--- config.mk ---
export PLATFORM = sky130hd
export DESIGN_NAME = lart_tracker
export DESIGN_NICKNAME = d
export VERILOG_FILES = /design/src/rtl/lart_pkg.sv /design/src/rtl/lart_table.sv /design/src/rtl/lart_lock.sv /design/src/rtl/lart_watchdog.sv /design/src/rtl/lart_satcnt.sv /design/src/rtl/lart_tracker.sv
export SDC_FILE = /design/constraint.sdc
export NUM_CORES = 2
export LEC_CHECK = 0
export ABC_AREA = 1
export CORE_ASPECT_RATIO = 1.25
export CORE_MARGIN = 4
export CORE_UTILIZATION = 55
export CTS_BUF_LIST = sky130_fd_sc_hd__clkbuf_8
export DETAILED_ROUTE_END_ITERATION = 6
export GPL_TIMING_DRIVEN = 0
export PLACE_DENSITY = 0.8
export SYNTH_ARGS = -nofsm -noshare
export SYNTH_HDL_FRONTEND = slang
export SYNTH_HIERARCHICAL = 1
export SYNTH_SLANG_ARGS = --single-unit
--- constraint.sdc ---
create_clock -name clk -period 9.55 [get_ports clk]
set_input_delay 2.3875 -clock clk [delete_from_list [all_inputs] [get_ports clk]]
set_output_delay 2.3875 -clock clk [all_outputs]
set_load 0.1 [all_outputs]
--- src/rtl/lart_pkg.sv ---
package lart_pkg;

  localparam logic [3:0] K_LOAD    = 4'd0;
  localparam logic [3:0] K_IFETCH  = 4'd1;
  localparam logic [3:0] K_LOCK_RD = 4'd7;
  localparam logic [3:0] K_LOCK_WR = 4'd8;

  typedef enum logic [1:0] {
    ST_ISSUED  = 2'd0,
    ST_ALIASED = 2'd1,
    ST_FULL    = 2'd2
  } status_e;

  // event counter slots
  localparam int EV_ST_LD = 0;
  localparam int EV_ST_ST = 1;
  localparam int EV_LD_LD = 2;
  localparam int EV_LD_ST = 3;
  localparam int EV_NUM   = 4;

  function automatic logic is_read_kind(input logic [3:0] k);
    return (k == K_LOAD) || (k == K_IFETCH);
  endfunction

endpackage

--- src/rtl/lart_table.sv ---
module lart_table #(
  parameter int ENTRIES = 8,
  parameter int LN_W    = 26,
  parameter int AGE_W   = 16,
  localparam int IDX_W  = (ENTRIES > 1) ? $clog2(ENTRIES) : 1,
  localparam int OCC_W  = $clog2(ENTRIES + 1)
) (
  input  logic             clk,
  input  logic             rst_n,
  input  logic [LN_W-1:0]  look_line,
  output logic             look_hit,
  output logic             full,
  input  logic             ins_en,
  input  logic [3:0]       ins_kind,
  input  logic [AGE_W-1:0] now,
  input  logic             rem_en,
  input  logic [LN_W-1:0]  rem_line,
  output logic             rem_hit,
  output logic [3:0]       rem_kind,
  input  logic [AGE_W-2:0] limit,
  output logic             aged,
  output logic [OCC_W-1:0] occ
);

  logic             v_q    [ENTRIES];
  logic [LN_W-1:0]  line_q [ENTRIES];
  logic [AGE_W-1:0] iss_q  [ENTRIES];
  logic [3:0]       kind_q [ENTRIES];

  logic [ENTRIES-1:0] look_match, rem_match, ins_sel, old_vec;
  logic [IDX_W-1:0]   free_idx;
  logic               any_free;

  for (genvar g = 0; g < ENTRIES; g++) begin : g_cmp
    assign look_match[g] = v_q[g] && (line_q[g] == look_line);
    assign rem_match[g]  = v_q[g] && (line_q[g] == rem_line);
    assign old_vec[g]    = v_q[g] && ((now - iss_q[g]) >= {1'b0, limit});
    assign ins_sel[g]    = ins_en && any_free && (free_idx == IDX_W'(g));
  end

  assign look_hit = |look_match;
  assign rem_hit  = |rem_match;
  assign aged     = |old_vec;
  assign full     = !any_free;

  always_comb begin
    free_idx = '0;
    any_free = 1'b0;
    for (int i = ENTRIES - 1; i >= 0; i--) begin
      if (!v_q[i]) begin
        free_idx = IDX_W'(i);
        any_free = 1'b1;
      end
    end
  end

  always_comb begin
    rem_kind = '0;
    occ      = '0;
    for (int i = 0; i < ENTRIES; i++) begin
      rem_kind = rem_kind | (rem_match[i] ? kind_q[i] : 4'd0);
      occ      = occ + OCC_W'(v_q[i]);
    end
  end

  always_ff @(posedge clk or negedge rst_n) begin
    if (!rst_n) begin
      for (int i = 0; i < ENTRIES; i++) v_q[i] <= 1'b0;
    end else begin
      for (int i = 0; i < ENTRIES; i++) begin
        if (ins_sel[i])                 v_q[i] <= 1'b1;
        else if (rem_en && rem_match[i]) v_q[i] <= 1'b0;
      end
    end
  end

  always_ff @(posedge clk) begin
    for (int i = 0; i < ENTRIES; i++) begin
      if (ins_sel[i]) begin
        line_q[i] <= look_line;
        iss_q[i]  <= now;
        kind_q[i] <= ins_kind;
      end
    end
  end

  // a line is held by at most one entry of a table
  a_r6_single_match: assert property (@(posedge clk) disable iff (!rst_n)
    $onehot0(look_match));

  // the parent never inserts into a table with no free slot
  a_r7_insert_has_room: assert property (@(posedge clk) disable iff (!rst_n)
    ins_en |-> !full);

endmodule

--- src/rtl/lart_lock.sv ---
module lart_lock #(
  parameter int LN_W = 26
) (
  input  logic            clk,
  input  logic            rst_n,
  input  logic            set_en,
  input  logic            clr_en,
  input  logic [LN_W-1:0] upd_line,
  input  logic [LN_W-1:0] chk_line,
  input  logic            chk_is_lock_wr,
  output logic            blocked
);

  logic            held_q;
  logic [LN_W-1:0] held_line_q;

  assign blocked = held_q && (held_line_q == chk_line) && !chk_is_lock_wr;

  always_ff @(posedge clk or negedge rst_n) begin
    if (!rst_n) begin
      held_q      <= 1'b0;
      held_line_q <= '0;
    end else if (set_en) begin
      held_q      <= 1'b1;
      held_line_q <= upd_line;
    end else if (clr_en && held_q && (held_line_q == upd_line)) begin
      held_q <= 1'b0;
    end
  end

endmodule

--- src/rtl/lart_watchdog.sv ---
module lart_watchdog #(
  parameter int LIM_W = 15
) (
  input  logic             clk,
  input  logic             rst_n,
  input  logic [LIM_W-1:0] limit,
  input  logic             arm,
  input  logic             busy_now,
  input  logic             busy_next,
  input  logic             aged,
  output logic             flag
);

  logic             on_q;
  logic [LIM_W-1:0] left_q;
  logic             scan;

  assign scan = on_q && (left_q == LIM_W'(1));

  always_ff @(posedge clk or negedge rst_n) begin
    if (!rst_n) begin
      on_q   <= 1'b0;
      left_q <= '0;
      flag   <= 1'b0;
    end else begin
      if (scan) begin
        on_q   <= busy_next;
        left_q <= limit;
      end else if (on_q) begin
        left_q <= left_q - LIM_W'(1);
      end else if (arm) begin
        on_q   <= 1'b1;
        left_q <= limit;
      end
      if (scan && aged) flag <= 1'b1;
    end
  end

  // the timer is running whenever anything is in flight
  a_r10_armed_while_busy: assert property (@(posedge clk) disable iff (!rst_n)
    busy_now |-> on_q);

endmodule

--- src/rtl/lart_satcnt.sv ---
module lart_satcnt #(
  parameter int W = 8
) (
  input  logic         clk,
  input  logic         rst_n,
  input  logic         inc,
  output logic [W-1:0] val
);

  always_ff @(posedge clk or negedge rst_n) begin
    if (!rst_n)                    val <= '0;
    else if (inc && (val != '1))   val <= val + W'(1);
  end

endmodule

--- src/rtl/lart_tracker.sv ---
module lart_tracker #(
  parameter int ADDR_W     = 32,
  parameter int LINE_BYTES = 64,
  parameter int ENTRIES    = 8,
  parameter int AGE_W      = 16,
  parameter int CNT_W      = 8,
  localparam int OFF_W     = $clog2(LINE_BYTES),
  localparam int LN_W      = ADDR_W - OFF_W,
  localparam int OCC_W     = $clog2(ENTRIES + 1),
  localparam int CNT_OW    = $clog2(2 * ENTRIES + 1)
) (
  input  logic              clk,
  input  logic              rst_n,
  input  logic              req_valid,
  input  logic [ADDR_W-1:0] req_addr,
  input  logic [3:0]        req_kind,
  output logic              rsp_valid,
  output logic [1:0]        rsp_code,
  input  logic              cpl_valid,
  input  logic              cpl_is_write,
  input  logic [ADDR_W-1:0] cpl_addr,
  input  logic [AGE_W-2:0]  dl_limit,
  output logic [CNT_OW-1:0] out_count,
  output logic              deadlock,
  output logic              cpl_error,
  output logic [CNT_W-1:0]  ev_st_ld,
  output logic [CNT_W-1:0]  ev_st_st,
  output logic [CNT_W-1:0]  ev_ld_ld,
  output logic [CNT_W-1:0]  ev_ld_st
);
  import lart_pkg::*;

  logic [LN_W-1:0]  req_line, cpl_line;
  logic [AGE_W-1:0] now_q;
  logic             unused_low;

  assign req_line   = req_addr[ADDR_W-1:OFF_W];
  assign cpl_line   = cpl_addr[ADDR_W-1:OFF_W];
  assign unused_low = ^{req_addr[OFF_W-1:0], cpl_addr[OFF_W-1:0]};

  // table wiring
  logic             rd_hit, wr_hit, rd_full, wr_full;
  logic             rd_ins, wr_ins, rd_rem, wr_rem;
  logic             rd_rem_hit, wr_rem_hit;
  logic [3:0]       wr_rem_kind, rd_rem_kind_unused;
  logic             rd_aged, wr_aged;
  logic [OCC_W-1:0] rd_occ, wr_occ;

  assign rd_rem = cpl_valid && !cpl_is_write;
  assign wr_rem = cpl_valid &&  cpl_is_write;

  lart_table #(.ENTRIES(ENTRIES), .LN_W(LN_W), .AGE_W(AGE_W)) u_rd_tab (
    .clk(clk), .rst_n(rst_n), .look_line(req_line), .look_hit(rd_hit),
    .full(rd_full), .ins_en(rd_ins), .ins_kind(req_kind), .now(now_q),
    .rem_en(rd_rem), .rem_line(cpl_line), .rem_hit(rd_rem_hit),
    .rem_kind(rd_rem_kind_unused), .limit(dl_limit), .aged(rd_aged), .occ(rd_occ));

  lart_table #(.ENTRIES(ENTRIES), .LN_W(LN_W), .AGE_W(AGE_W)) u_wr_tab (
    .clk(clk), .rst_n(rst_n), .look_line(req_line), .look_hit(wr_hit),
    .full(wr_full), .ins_en(wr_ins), .ins_kind(req_kind), .now(now_q),
    .rem_en(wr_rem), .rem_line(cpl_line), .rem_hit(wr_rem_hit),
    .rem_kind(wr_rem_kind), .limit(dl_limit), .aged(wr_aged), .occ(wr_occ));

  // line lock for locked read-modify-write sequences
  logic blocked, lock_set, lock_clr;
  assign lock_set = wr_rem && wr_rem_hit && (wr_rem_kind == K_LOCK_RD);
  assign lock_clr = wr_rem && wr_rem_hit && (wr_rem_kind == K_LOCK_WR);

  lart_lock #(.LN_W(LN_W)) u_lock (
    .clk(clk), .rst_n(rst_n), .set_en(lock_set), .clr_en(lock_clr),
    .upd_line(cpl_line), .chk_line(req_line),
    .chk_is_lock_wr(req_kind == K_LOCK_WR), .blocked(blocked));

  // request verdict
  status_e          verdict;
  logic [EV_NUM-1:0] ev_inc;
  logic             is_rd;

  assign is_rd = is_read_kind(req_kind);

  always_comb begin
    verdict = ST_ISSUED;
    ev_inc  = '0;
    rd_ins  = 1'b0;
    wr_ins  = 1'b0;
    if (req_valid) begin
      if (blocked) begin
        verdict = ST_ALIASED;
      end else if (is_rd) begin
        if (wr_hit)       begin verdict = ST_ALIASED; ev_inc[EV_LD_ST] = 1'b1; end
        else if (rd_hit)  begin verdict = ST_ALIASED; ev_inc[EV_LD_LD] = 1'b1; end
        else if (rd_full) verdict = ST_FULL;
        else              rd_ins = 1'b1;
      end else begin
        if (rd_hit)       begin verdict = ST_ALIASED; ev_inc[EV_ST_LD] = 1'b1; end
        else if (wr_hit)  begin verdict = ST_ALIASED; ev_inc[EV_ST_ST] = 1'b1; end
        else if (wr_full) verdict = ST_FULL;
        else              wr_ins = 1'b1;
      end
    end
  end

  // outstanding count
  logic              rem_any, ins_any;
  logic [CNT_OW-1:0] cnt_q, cnt_nxt;

  assign rem_any   = (rd_rem && rd_rem_hit) || (wr_rem && wr_rem_hit);
  assign ins_any   = rd_ins || wr_ins;
  assign cnt_nxt   = cnt_q + CNT_OW'(ins_any) - CNT_OW'(rem_any);
  assign out_count = cnt_q;

  always_ff @(posedge clk or negedge rst_n) begin
    if (!rst_n) begin
      cnt_q     <= '0;
      now_q     <= '0;
      rsp_valid <= 1'b0;
      rsp_code  <= ST_ISSUED;
      cpl_error <= 1'b0;
    end else begin
      cnt_q     <= cnt_nxt;
      now_q     <= now_q + AGE_W'(1);
      rsp_valid <= req_valid;
      rsp_code  <= req_valid ? verdict : ST_ISSUED;
      if (cpl_valid && !rem_any) cpl_error <= 1'b1;
    end
  end

  lart_watchdog #(.LIM_W(AGE_W - 1)) u_wd (
    .clk(clk), .rst_n(rst_n), .limit(dl_limit), .arm(ins_any),
    .busy_now(cnt_q != '0), .busy_next(cnt_nxt != '0),
    .aged(rd_aged || wr_aged), .flag(deadlock));

  // alias event counters
  logic [CNT_W-1:0] ev_val [EV_NUM];
  for (genvar e = 0; e < EV_NUM; e++) begin : g_ev
    lart_satcnt #(.W(CNT_W)) u_cnt (
      .clk(clk), .rst_n(rst_n), .inc(ev_inc[e]), .val(ev_val[e]));
  end
  assign ev_st_ld = ev_val[EV_ST_LD];
  assign ev_st_st = ev_val[EV_ST_ST];
  assign ev_ld_ld = ev_val[EV_LD_LD];
  assign ev_ld_st = ev_val[EV_LD_ST];

  // running count agrees with table occupancy
  a_r6_count_is_occupancy: assert property (@(posedge clk) disable iff (!rst_n)
    cnt_q == (CNT_OW'(rd_occ) + CNT_OW'(wr_occ)));

  // an issued verdict goes with one more entry (less any completion)
  a_r8_issue_adds_one: assert property (@(posedge clk) disable iff (!rst_n)
    (rsp_valid && (rsp_code == ST_ISSUED)) |->
      ((cnt_q + CNT_OW'($past(rem_any))) == ($past(cnt_q) + CNT_OW'(1))));

endmodule

---- Yosys cells after proc, flatten, opt, wreduce, memory -nomap -nowiden ----
Memory sizes are Yosys's and may differ from the RTL's.
Cells that the tools add are included.
cells by class
  multipliers ............................. 0
  div/mod/pow operators ................... 0
  reductions and logical operators ........ 169
  magnitude comparators ................... 16
  muxes and demuxes ....................... 246
  bitwise logic cells ..................... 7
  add/subtract/negate cells ............... 24
  shift-type cells ........................ 0
  equality and inequality tests ........... 57
operators with widths
  cell                                                count
  == test 26 bit                                      34
  two-way mux 26 bit                                  14
  OR reduction 26 bit                                 14
  >= comparator 16 x 15 -> 1 bit                      16
  subtractor 16 bit                                   16
  two-way mux 16 bit                                  14
  OR reduction 16 bit                                 14
  two-way mux 3 bit                                   51
  two-way mux 1 bit                                   136
  logical AND 1 bit                                   99
  two-way mux 4 bit                                   17
  OR reduction 8 bit                                  6
  two-way mux 15 bit                                  3
  nonzero test 2 bit                                  17
  adder 8 x 1 -> 8 bit, second input constant         4
  inequality test 8 bit, second input constant        4
  OR 4 bit                                            7
  OR reduction 4 bit                                  7
  == test 3 bit, second input constant                8
  two-way mux 2 bit                                   11
  adder 16 x 1 -> 16 bit, second input constant       1
  == test 15 x 1 -> 1 bit, second input constant      1
  subtractor 15 x 1 -> 15 bit, second input constant  1
  == test 3 x 2 -> 1 bit, second input constant       4
  other kinds (12)                                    20
storage, ports and cells
  memories ................................ 5
  register bits ........................... 117
  memory bits (writable) .................. 704
  bits in latches ......................... 0
  output and inout bits ................... 42
  logic and storage cells ................. 554
  ROM bits ................................ 0
  input bits .............................. 88
memory list
  name             words  width  rd ports  clocked after Yosys merged registers in  wr ports  RTL line          source
  u_rd_tab.line_q  8      26     8         0                                        1         lart_table.sv:26  logic [LN_W-1:0] line_q [ENTRIES];
  u_wr_tab.line_q  8      26     8         0                                        1         lart_table.sv:26
  u_rd_tab.iss_q   8      16     8         0                                        1         lart_table.sv:27  logic [AGE_W-1:0] iss_q [ENTRIES];
  u_wr_tab.iss_q   8      16     8         0                                        1         lart_table.sv:27
  u_wr_tab.kind_q  8      4      8         0                                        1         lart_table.sv:28  logic [3:0] kind_q [ENTRIES];

---- Logic depth before layout (Yosys ltp) ----
  depth in word-level cells ............... 26
  mapped depth ............................ 27
  depth with buffers taken out ............ 27

---- Modules after synthesis ----
Netlist, hierarchy kept.
modules (own cells, without submodules)
  module                 area each (um2)  sequential area each (um2)  instances  cells an instance
  lart_table (u_rd_tab)  26359.0          11250.8                     1          2993
  lart_table (u_wr_tab)  26347.8          11250.8                     1          2983
  lart_satcnt            483.0            200.2                       4          63
  lart_lock              1838.0           675.6                       1          301
  lart_tracker           1403.8           625.6                       1          165
  lart_watchdog          1311.3           425.4                       1          198

---- Worst setup path before layout ----
Ideal clock, no wire load.
  kind .................................... in2reg
  from .................................... input port req_addr[15]
  to ...................................... memory u_rd_tab.iss_q[4][0] (netlist: u_rd_tab/iss_q[1][0]) (enable)
  stages .................................. 17
  setup time .............................. 0.450 ns
  setup slack ............................. 3.008 ns
  data required time ...................... 9.100 ns
  arrival ................................. 6.092 ns
  buffers on the path ..................... 1
  path through ............................ clkbuf_1 -> inv_1 -> o22ai_1 -> a221oi_1 -> nand3_1 -> nor2_1 -> nand2_1 -> nand2_1 -> nor2_1 -> nand2_1 -> inv_1 -> nand4_1 -> nor2_1 -> inv_1 -> a311oi_1 -> inv_1 -> nor2_1
RTL lines
  item                                                                           RTL line            source
  from (decl)                                                                    lart_tracker.sv:15  input logic [ADDR_W-1:0] req_addr,
  == test 26 bit                                                                 lart_table.sv:35    assign look_match[g] = v_q[g] && (line_q[g] == look_line);
  logical AND 1 bit                                                              lart_table.sv:35
  OR reduction 8 bit (*)                                                         lart_table.sv:41    assign look_hit = |look_match;
  via wr_hit                                                                     lart_tracker.sv:42  logic rd_hit, wr_hit, rd_full, wr_full;
  two-way mux 1 bit (*)                                                          lart_tracker.sv:90  if (wr_hit) begin verdict = ST_ALIASED; ev_inc[EV_LD_ST] = 1'b1; end
  two-way mux 1 bit (*)                                                          lart_tracker.sv:89  end else if (is_rd) begin
  two-way mux 1 bit (*)                                                          lart_tracker.sv:87  if (blocked) begin
  two-way mux 1 bit (*)                                                          lart_tracker.sv:86  if (req_valid) begin
  via rd_ins                                                                     lart_tracker.sv:43  logic rd_ins, wr_ins, rd_rem, wr_rem;
  logical AND 1 bit (*) (2 in a row)                                             lart_table.sv:38    assign ins_sel[g] = ins_en && any_free && (free_idx == IDX_W'(g));
  via u_rd_tab.ins_sel[4]                                                        lart_table.sv:30    logic [ENTRIES-1:0] look_match, rem_match, ins_sel, old_vec;
  two-way mux 1 bit (*)                                                          n/a
  two-way mux 1 bit (not written as such) (*)                                    lart_table.sv:81    iss_q[i] <= now;
  OR reduction 16 bit (no line)                                                  n/a
  two-way mux 3 bit (no line) or two-way mux 1 bit (tied branches) (4 in a row)  n/a
  to (decl)                                                                      lart_table.sv:27
The timed path passes the listed nets; every way through them passes the cells marked *.

---- Worst setup path in the final report ----
  from .................................... input port req_addr[27]
  to ...................................... register u_wd.on_q
on the way
  longest elaborated chain between the ends .. 13
ends and longest elaborated chain
  item                           RTL line             source
  == test 26 bit                 lart_table.sv:35
  logical AND 1 bit              lart_table.sv:35
  OR reduction 8 bit (*)         lart_table.sv:41
  via rd_hit                     lart_tracker.sv:42
  two-way mux 1 bit              lart_tracker.sv:91   else if (rd_hit) begin verdict = ST_ALIASED; ev_inc[EV_LD_LD] = 1'b1; end
  two-way mux 1 bit              lart_tracker.sv:90
  two-way mux 1 bit              lart_tracker.sv:89
  two-way mux 1 bit              lart_tracker.sv:87
  two-way mux 1 bit              lart_tracker.sv:86
  logical OR 1 bit (*)           lart_tracker.sv:108  assign ins_any = rd_ins || wr_ins;
  via ins_any                    lart_tracker.sv:104  logic rem_any, ins_any;
  adder 5 x 1 -> 5 bit (*)       lart_tracker.sv:109  assign cnt_nxt = cnt_q + CNT_OW'(ins_any) - CNT_OW'(rem_any);
  subtractor 5 x 1 -> 5 bit (*)  lart_tracker.sv:109
  via cnt_nxt[1]                 lart_tracker.sv:105  logic [CNT_OW-1:0] cnt_q, cnt_nxt;
  nonzero test 5 bit (*)         lart_tracker.sv:130  .busy_now(cnt_q != '0), .busy_next(cnt_nxt != '0),
  two-way mux 1 bit (*)          lart_watchdog.sv:26  if (scan) begin
  to (signal assigned)           lart_watchdog.sv:27  on_q <= busy_next;
  to (decl)                      lart_watchdog.sv:14  logic on_q;
Marked as above.
A chain may end at the register's enable or synchronous reset.

==> summary.txt <==
Worst skew pair latency -> 0.88 ns
Worst path max stage delay -> 1.17 ns
Yosys warnings -> 6
Drt drc -> 1
Total global-route track usage -> 39.0%
Util after Layout -> 61.7%
Fmax achieved -> 0.111 GHz
# Post-CTS Setup Buffers -> 0
Root buffer cell -> clkbuf_8
Antenna viol nets, final -> 0
Synthesized Nets -> 7371
PostCTS Resize Cnt -> 0
Area Overhead vs Synth -> 11.2%
Slew at the pin closest to its max-slew limit -> 1.44 ns
Via/cell ratio -> 5.99
VDD IR max -> 0.167 mV
Crit path kind -> primary input to register
Relative slew slack -> 3.95%
Final worst path period need -> 9.02 ns
Wire length per cell -> 25.9 microns
Final Setup Violations -> 0
CP Max Fanout -> 20
Die Y -> 370 microns
Register share of total power -> 46.2%
Hold Startpoint -> u_wd/flag
Int Pwr -> 6.11 mW
Io pins -> 130
Clock skew -> 0.0315 ns
Max clock buf depth -> 3
Leakage -> 29.7 nW
Syn Inst Count -> 6768
Pin count of the biggest net entering global routing -> 79
Final WL -> 221 mm
Met1 Use GR -> 48.3%
Antenna violations before repair -> 8
Core Box Area -> 104000 sq um
Placed Instances -> 8260
DP Worst Slack -> -0.227 ns
First-pass GRT wire length -> 316 mm
CTS H-tree lvls -> 4
Pwr per Cell Area -> 139 nW/um^2
Clock power frac -> 36.5%
Layout cells sized above 1 -> 8.20%
Initial DRC count -> 5689
Die ar. -> 110000 sq um
CP required -> 10.29 ns
Clock Sinks -> 821
Crit start category -> primary input
Die Wd -> 297 microns
NumNets Final -> 7669
CP Launch Point -> req_addr[27]
TritonCTS clock tree -> done
GRT Max-Usage Layer -> met2
Final Wtd Congestion -> 1.04
RSZ-0062 raised after global routing -> no
Top cell by count, worst path -> inv_1
Tcrit/Tclk final -> 94.5%
Worst setup EP type -> register
Worst hold path class -> register to register
RR Startpoint -> u_rd_tab/line_q[0][97]
Reg clk slew, reported paths -> 0.07 ns
Failing checks -> design-rule violations
Status -> finished with violations
Synthesized area -> 57600 sq um
Critical path's slowest cell -> clkdlybuf4s50_1
Slew Limit Fails -> 0
Clock buffer count from CTS -> 144
GR Layer Usage met3 -> 8.80%
Hold_buf cts -> 0
Port-buffer cells -> 117
Syn_area_per_cell -> 8.51 sq um
Initial Utilization -> 55.5%
Total gr overflow -> 0
DRT Pass-1 Iters -> 7
Data arrival, critical path -> 9.77 ns
Vias in the first global route -> 48900
Total negative setup slack -> 0 ns
Net Switching -> 2.82 mW
Max_cap viols -> 0
DR vias -> 51100
Switch share -> 31.6%
GRT met2 Usage -> 62.1%
Row count -> 132
Detail Placement HPWL -> 162 mm
Fillers -> 8985
Final Hold Fails -> 0
Fin cells -> 8527
Worst setup margin -> 0.528 ns
Combinational power share -> 17.4%
## layout make-up
type                    count  area (sq um)  area share (%)
multi-input cells        4754         28900            45.0
clock buffers             155          2130            3.33
repair buffers            152          1860            2.90
inverters                1066          4010            6.26
clock inverters           108           639           0.998
flip-flops and latches    821         24100            37.6
well taps                1340          1680            2.62
diodes                      4          10.0          0.0156
plain buffers             127           808            1.26
## cells in the final DEF, fill, tap and decap left out, types with 30 or more instances in the layout
cell type,instances
clkbuf_8,155
inv_2,49
buf_4,38
nand3_1,215
nand4_1,178
nand2_1,1751
nor4_1,109
ha_1,498
xor2_1,248
edfxtp_1,704
o21ai_0,175
inv_1,1046
xnor2_1,293
clkdlybuf4s50_1,107
a31oi_1,33
dfrtp_1,103
o22ai_1,171
or2_2,30
a21oi_1,322
buf_2,70
nor2_1,340
nor3_1,57
## registers in the layout, indices dropped and copies added (netlist names), 2 cells and up
| register | count |
|---|---|
| u_rd_tab/line_q | 208 |
| u_wr_tab/line_q | 208 |
| u_rd_tab/iss_q | 128 |
| u_wr_tab/iss_q | 128 |
| g_ev.u_cnt/val | 32 |
| u_wr_tab/kind_q | 32 |
| u_lock/held_line_q | 26 |
| now_q | 16 |
| u_wd/left_q | 15 |
| u_rd_tab/v_q | 8 |
| u_wr_tab/v_q | 8 |
| out_count | 5 |
| rsp_code | 2 |
## power by group through the flow
stage / clock, mW / combinational [mW] / sequential, mW
floorplan: 0 / 0.822 / 4.26
global placement: 0 / 1.42 / 4.20
detailed placement: 0 / 1.50 / 4.19
CTS: 3.30 / 1.51 / 4.12
global route: 3.46 / 1.65 / 4.13
finish: 3.26 / 1.55 / 4.12
## path summary, 6_finish.rpt
path | to | slack (ns) | cells past startpoint
hold reg to reg | u_wd/flag | 0.51 | 1
setup / recovery | u_wd/on_q | 0.53 | 26
max in group asynchronous | u_lock/held_line_q[1] | 7.24 | 2
setup reg to reg | u_wd/on_q | 3.13 | 24
min in group asynchronous | g_ev[2].u_cnt/val[3] | 1.44 | 1
hold / removal | u_wd/flag | 0.51 | 1
## routing by layer
layer,routed length [microns],part of all wire [%],vias up
li1,-,-,23300
met1,84000,38,24300
met2,99100,45,2784
met3,21700,9.9,704
met4,15700,7.1,8
met5,50,0.023,-
## through the flow
stage          instance area [sq um]  power [mW]  hold slack [ns]
2_1_floorplan                  57600        5.08            0.471
3_3_place_gp                   60500        5.63            0.481
3_5_place_dp                   61300        5.70            0.487
4_1_cts                        64100        8.93            0.502
5_1_grt                        64100        9.25            0.529
6_report                       64100        8.93            0.508
## worst max-delay path, delay by kind of cell
kind,cells,cell delay (ns)
buffers and inverters,8,2.50
AOI/OAI and AO/OA,3,0.51
adders and majority gates,3,0.87
and+or+nand+nor,12,3.46
Note: power is estimated with default switching activity, not from simulation.
